==> config.mk <==
export PLATFORM = sky130hd
export DESIGN_NAME = disp_irq_unit
export DESIGN_NICKNAME = d
export VERILOG_FILES = /design/src/rtl/disp_irq_pkg.sv /design/src/rtl/disp_irq_status.sv /design/src/rtl/disp_irq_enable.sv /design/src/rtl/disp_irq_line.sv /design/src/rtl/disp_irq_unit.sv
export SDC_FILE = /design/constraint.sdc
export NUM_CORES = 1
export LEC_CHECK = 0
export ABC_AREA = 1
export BUFFER_PORTS_ARGS = -buffer_cell sky130_fd_sc_hd__buf_2
export CAP_MARGIN = 30
export CORE_MARGIN = 3
export CORE_UTILIZATION = 40
export CTS_BUF_LIST = sky130_fd_sc_hd__clkbuf_16
export DETAILED_ROUTE_END_ITERATION = 16
export GPL_ROUTABILITY_DRIVEN = 0
export PLACE_DENSITY = 0.76
export RECOVER_POWER = 100
export SLEW_MARGIN = 20
export SYNTH_ARGS = -nofsm -noshare
export SYNTH_HDL_FRONTEND = slang
export SYNTH_SLANG_ARGS = --single-unit
==> constraint.sdc <==
create_clock -name clk -period 2 [get_ports clk]
set_input_delay 0.2 -clock clk [delete_from_list [all_inputs] [get_ports clk]]
set_output_delay 0.2 -clock clk [all_outputs]
set_load 0.005 [all_outputs]
==> src/rtl/disp_irq_pkg.sv <==
package disp_irq_pkg;

  localparam int EVT_W = 10;

  // Implemented event bits; 4 and 7 are reserved.
  localparam logic [EVT_W-1:0] EVT_IMPL = 10'b11_0110_1111;

  typedef enum logic [2:0] {
    OFS_RAW     = 3'd0,
    OFS_FILT    = 3'd1,
    OFS_EN_ON   = 3'd2,
    OFS_EN_OFF  = 3'd3,
    OFS_SVC_END = 3'd4
  } reg_ofs_e;

  // An arriving event outranks a clear of the same bit.
  function automatic logic [EVT_W-1:0] sticky_upd(
    input logic [EVT_W-1:0] cur,
    input logic [EVT_W-1:0] hit,
    input logic [EVT_W-1:0] wipe
  );
    return ((cur & ~wipe) | hit) & EVT_IMPL;
  endfunction

  function automatic logic [EVT_W-1:0] mask_upd(
    input logic [EVT_W-1:0] cur,
    input logic [EVT_W-1:0] on_bits,
    input logic [EVT_W-1:0] off_bits
  );
    return ((cur | on_bits) & ~off_bits) & EVT_IMPL;
  endfunction

  function automatic logic line_upd(
    input logic cur,
    input logic pend,
    input logic svc_end
  );
    return !svc_end && (cur || pend);
  endfunction

endpackage

==> src/rtl/disp_irq_status.sv <==
module disp_irq_status
  import disp_irq_pkg::*;
(
  input  logic             clk,
  input  logic             rst_n,
  input  logic [EVT_W-1:0] evt_i,
  input  logic [EVT_W-1:0] wipe_i,
  output logic [EVT_W-1:0] status_o
);

  logic [EVT_W-1:0] nxt;

  always_comb nxt = sticky_upd(status_o, evt_i, wipe_i);

  for (genvar b = 0; b < EVT_W; b++) begin : g_bit
    if (EVT_IMPL[b]) begin : g_flop
      always_ff @(posedge clk) begin
        if (!rst_n) status_o[b] <= 1'b0;
        else        status_o[b] <= nxt[b];
      end
    end else begin : g_tie
      assign status_o[b] = 1'b0;
    end
  end

endmodule

==> src/rtl/disp_irq_enable.sv <==
module disp_irq_enable
  import disp_irq_pkg::*;
(
  input  logic             clk,
  input  logic             rst_n,
  input  logic [EVT_W-1:0] on_i,
  input  logic [EVT_W-1:0] off_i,
  output logic [EVT_W-1:0] mask_o
);

  always_ff @(posedge clk) begin
    if (!rst_n) mask_o <= '0;
    else        mask_o <= mask_upd(mask_o, on_i, off_i);
  end

endmodule

==> src/rtl/disp_irq_line.sv <==
module disp_irq_line
  import disp_irq_pkg::*;
(
  input  logic clk,
  input  logic rst_n,
  input  logic pend_i,
  input  logic svc_end_i,
  output logic irq_o
);

  always_ff @(posedge clk) begin
    if (!rst_n) irq_o <= 1'b0;
    else        irq_o <= line_upd(irq_o, pend_i, svc_end_i);
  end

endmodule

==> src/rtl/disp_irq_unit.sv <==
module disp_irq_unit
  import disp_irq_pkg::*;
#(
  parameter int ADDR_W = 3
) (
  input  logic              clk,
  input  logic              rst_n,
  input  logic [EVT_W-1:0]  evt_i,
  input  logic              wr_en_i,
  input  logic [ADDR_W-1:0] addr_i,
  input  logic [EVT_W-1:0]  wdata_i,
  output logic [EVT_W-1:0]  rdata_o,
  output logic              irq_o
);

  logic             hit_raw, hit_filt, hit_on, hit_off, hit_svc;
  logic [EVT_W-1:0] wipe_bits, on_bits, off_bits;
  logic [EVT_W-1:0] status_q, mask_q, filt;
  logic             svc_wr, pending;

  assign hit_raw  = (addr_i == ADDR_W'(OFS_RAW));
  assign hit_filt = (addr_i == ADDR_W'(OFS_FILT));
  assign hit_on   = (addr_i == ADDR_W'(OFS_EN_ON));
  assign hit_off  = (addr_i == ADDR_W'(OFS_EN_OFF));
  assign hit_svc  = (addr_i == ADDR_W'(OFS_SVC_END));

  assign wipe_bits = (wr_en_i && hit_filt) ? wdata_i : '0;
  assign on_bits   = (wr_en_i && hit_on)   ? wdata_i : '0;
  assign off_bits  = (wr_en_i && hit_off)  ? wdata_i : '0;
  assign svc_wr    = wr_en_i && hit_svc;

  disp_irq_status u_status (
    .clk(clk), .rst_n(rst_n), .evt_i(evt_i), .wipe_i(wipe_bits), .status_o(status_q)
  );

  disp_irq_enable u_enable (
    .clk(clk), .rst_n(rst_n), .on_i(on_bits), .off_i(off_bits), .mask_o(mask_q)
  );

  assign filt    = status_q & mask_q;
  assign pending = |filt;

  disp_irq_line u_line (
    .clk(clk), .rst_n(rst_n), .pend_i(pending), .svc_end_i(svc_wr), .irq_o(irq_o)
  );

  always_comb begin
    rdata_o = '0;
    if (hit_raw)                rdata_o = status_q;
    else if (hit_filt)          rdata_o = filt;
    else if (hit_on || hit_off) rdata_o = mask_q;
  end

endmodule

; Word-level counts from Yosys, hierarchy flattened
; Cells that the tools add are included.
[word_totals]
reg_bits = 19
out_inout_bits = 11
input_bits = 26
[classes]
n_reduce_logical = 10
eq_ne = 4
bitwise_logic = 7
mux = 6
[op_table]
columns = operator, count
row1 = $mux W10, 6
row2 = $and A10 B10 Y10, 3
row3 = $not A10 Y10, 2
row4 = $or A10 B10 Y10, 2
row5 = $reduce_or A10 Y1, 1
row6 = $eq A3 B2 Y1 const B, 2
row7 = $logic_and A1 B1 Y1, 5
row8 = $eq A3 B1 Y1 const B, 1
row9 = $eq A3 B3 Y1 const B, 1
row10 = $logic_not A3 Y1, 1
row11 = $logic_or A1 B1 Y1, 2
row12 = $logic_not A1 Y1, 1

; Logic depth before layout (Yosys ltp)
[logic_depth]
ltp_word = 6
mapped_depth = 6

; By module
; From an unflattened synthesis, not the netlist that was laid out.
[unflattened]
hier_cells = 196
area_unflattened_um2 = 1139.8
[by_module_without_submodules]
columns = mod, n_inst, seq_area_each_um2, cells_each, area_per_inst_um2
row1 = disp_irq_unit, 1, 0.0, 103, 459.2
row2 = disp_irq_enable, 1, 160.2, 44, 332.8
row3 = disp_irq_status, 1, 160.2, 44, 312.8
row4 = disp_irq_line, 1, 20.0, 5, 35.0

; Worst setup path after synthesis
; No wires, ideal clock.
[synth_path]
path_type = input port to output port
from = input port addr_i[1]
to = output port rdata_o[0]
setup_slack_ns = 1.090
n_path_buf = 1
t_arrival_ns = 0.710
cell_stages = 4
path_cell_list = buf_6 -> nor2_1 -> inv_1 -> a21oi_1
[synth_via]
elab_chain_len = 5
[synth_rtl]
columns = item, line
row1 = "start, declared", disp_irq_unit.sv:10  ; input logic [ADDR_W-1:0] addr_i,
row2 = $eq A3 B2 Y1 (on tied branches), "disp_irq_unit.sv:23, disp_irq_unit.sv:24"
row3 = $logic_or A1 B1 Y1, disp_irq_unit.sv:51  ; else if (hit_on || hit_off) rdata_o = mask_q;
row4 = $mux W10, disp_irq_unit.sv:51
row5 = $mux W10, disp_irq_unit.sv:50  ; else if (hit_filt) rdata_o = filt;
row6 = $mux W10 *, disp_irq_unit.sv:49  ; if (hit_raw) rdata_o = status_q;
row7 = "end, declared", disp_irq_unit.sv:12  ; output logic [EVT_W-1:0] rdata_o,
; Mark *: on every way between the ends. The rest lies on a longest branch, timed or not.

; Worst setup path in the final report
[layout_path]
from = input port addr_i[0]
to = register u_status.status_o[0]
[layout_via]
elab_chain_len = 6
[layout_rtl]
columns = item, line
row1 = $eq A3 B1 Y1, disp_irq_unit.sv:22  ; assign hit_filt = (addr_i == ADDR_W'(OFS_FILT));
row2 = $logic_and A1 B1 Y1, disp_irq_unit.sv:27  ; assign wipe_bits = (wr_en_i && hit_filt) ? wdata_i : '0;
row3 = $mux W10, disp_irq_unit.sv:27
row4 = $not A10 Y10, disp_irq_pkg.sv:22  ; return ((cur & ~wipe) | hit) & EVT_IMPL;
row5 = $and A10 B10 Y10, disp_irq_pkg.sv:22
row6 = $or A10 B10 Y10, disp_irq_pkg.sv:22
row7 = "end signal, assigned by index", disp_irq_status.sv:19  ; else status_o[b] <= nxt[b];
row8 = "end, declared", disp_irq_status.sv:8  ; output logic [EVT_W-1:0] status_o
; No other way between the ends.
; A chain may end at the register's enable or synchronous reset.

==> results.tsv <==
metric	value	unit
DRT Wirelength	2.532	mm
Hold Crit Class	in2reg	
num rows	17	
post-synth top area share	35.56	%
routed vias	1036	
Die Ht	54.92	µm
TritonCTS Buffers	3	
first-pass GRT wire length	4.333	mm
cells after synthesis	138	
Root Driver	clkbuf_16	
residual DRC count	0	
CP cell instances	clkbuf_1 > inv_2 > nor2_1 > nand3_1 > nand2_1 > a21oi_1	
Initial Util	42.86	%
Resize count post-CTS	0	
DRT iter0 DRCs	33	
Antenna Violating Nets Remaining	0	
setup repair bufs after CTS	0	
area of the core	0.002233	mm²
CP Capture Type	register	
routed length per placed instance	13.05	µm
total grt overflow	0	
setup TNS	0	ns
slew margin rel.	28.15	%
Sink Count	17	
RSZ-0062 raised after global routing	false	
fin crit period	1.556	ns
layout cells sized above 1	20.48	%
die area	0.003016	mm²
Ys Warns	0	
FF+latch count, synth	17	
Crit-path slowest cell	nor2_1	
status	completed	
Achievable Freq	642.5	MHz
number of global-route vias before repair	1001	
period utilization	77.82	%
Final setup viols	0	
final cell count without fillers	194	
Worst Clk Skew	0.001655	ns
largest net degree at the start of global routing	17	
Clock Tree Buf Depth	2	
leakage	0.5015	nW
pwr dens	765.5	mW/mm²
Slew Limit Fails	0	
CP max stage delay	0.83	ns
global-route total usage across every layer	19.52	%
EDFF count, synth	0	
Cell variety after synth	19	
syn_area_per_cell	6.936	µm²
Die W	54.92	µm
Setup Slack @ Placement	0.7538	ns
initial antenna violation count	0	
Post-DP HPWL	1.821	mm
prevailing post-synth register cell	dfxtp_1	
Hold Vio Cnt, Final	0	
io pins	37	
drt pass-1 iters	4	
startpoint type of the worst setup path	input pin	
Worst Path Arrival	1.67	ns
placed cells	190	
H-tree depth	1	
most frequent cell after synthesis	nand2_1	
CTS tree	done	
Port Buffers	30	
worst-margin pin slew	1.074	ns
CP Class	in2reg	
CP Data Required Time	2.12	ns
vias per std cell	5.340	
clk slew on worst S/H paths	0.05	ns
# hold bufs at CTS	0	
Skew-Pair Late Insertion Delay	0.24	ns
most frequent cells after synthesis	nand2_1 (24), a21oi_1 (23), inv_1 (19)	
Post-synth ARST share	0	%
Area contributors post-synth	dfxtp_1 (36%), a21oi_1 (12%), nand2_1 (9.4%), nand3_1 (8.4%), inv_1 (7.5%)	
VDD IR-drop max	481.8	µV
worst setup margin	0.4436	ns
CP Max Fanout	16	
area grow syn2layout	19.61	%
Antenna diodes	0	
sequential share of the synthesized area	35.56	%
hold_ws	0.1944	ns
max-cap violation count	0	
post-synthesis cell area	957.2	µm²
NumNets Final	193	
cell taking the most area after synthesis	dfxtp_1	
==> metal layers <==
layer  track usage (%)  vias up  part of all wire, %
li1                  -      508                    -
met1             25.21      486                   41
met2             32.09       38                   51
met3             2.949        4                  6.8
met4             8.502        0                  1.2
met5                 0        -                    0
==> area by class of cell <==
cell class,count,area (µm²)
well taps,28,35.03
multi-input cells,93,469.2
repair buffers,30,138.9
fillers,228,1089
flip-flops and latches,17,340.3
clock buffers,3,75.07
clock inverters,1,3.754
inverters,22,82.58
==> path summary, 6_finish.rpt <==
kind	start	end	slack, ns	depth (start not counted)
max	addr_i[0]	u_status.status_o[0]	0.44	6
max reg2reg	u_status.status_o[5]	u_line.irq_o	1.23	4
min reg2reg	u_enable.mask_o[1]	u_enable.mask_o[1]	0.48	2
min	evt_i[5]	u_status.status_o[5]	0.19	3
==> sequential cells by signal, summed over array words and instances (netlist names) <==
name	count
u_line.irq_o	1
u_enable.mask_o	8
u_status.status_o	8
==> logic make-up (layout without fill, tap and decap cells) <==
family                 after synthesis  count (layout)  share of synthesized area (%)
and+or+nand+nor                     57              57                          30.33
AOI/OAI and AO/OA                   34              34                          18.95
buffers and inverters               29              56                          14.77
DFF                                 17              17                          35.56
other                                1               2                         0.3918
==> stage by stage <==
stage / utilization, % / cell area (µm²) / power, mW
floorplan: - / 960.9 / 0.4501
global placement: 48.68 / 1087 / 0.4883
detailed placement: 48.68 / 1087 / 0.4933
CTS: 52.21 / 1166 / 0.8797
global route: 51.26 / 1145 / 0.9130
finish: 51.26 / 1145 / 0.8763
==> critical path: cells and delay by family <==
kind                   cells  cell delay, ns
AOI/OAI and AO/OA          1            0.07
buffers and inverters      2            0.26
and+or+nand+nor            3            1.16
==> placed cells by master (no fill, tap or decap) <==
cell       count
a21oi_2        3
inv_1         20
dfxtp_1       17
buf_2         20
conb_1         2
clkbuf_1       9
nand3b_1       1
o21ai_1        3
clkbuf_16      3
inv_2          3
nor2_4         1
nand3_1       16
nand2_2        1
nand4_1        8
clkbuf_2       1
nand2_1       25
nor2_1         3
nand3_2        2
o21ai_0        5
a21oi_1       23
==> report_power, final <==
part / internal, mW / total (mW) / switching [mW]
sequential: 0.356 / 0.367 / 0.0109
clock: 0.265 / 0.392 / 0.127
combinational: 0.0419 / 0.117 / 0.0751
total: 0.663 / 0.876 / 0.213
Power figures use the tool's default switching activity.
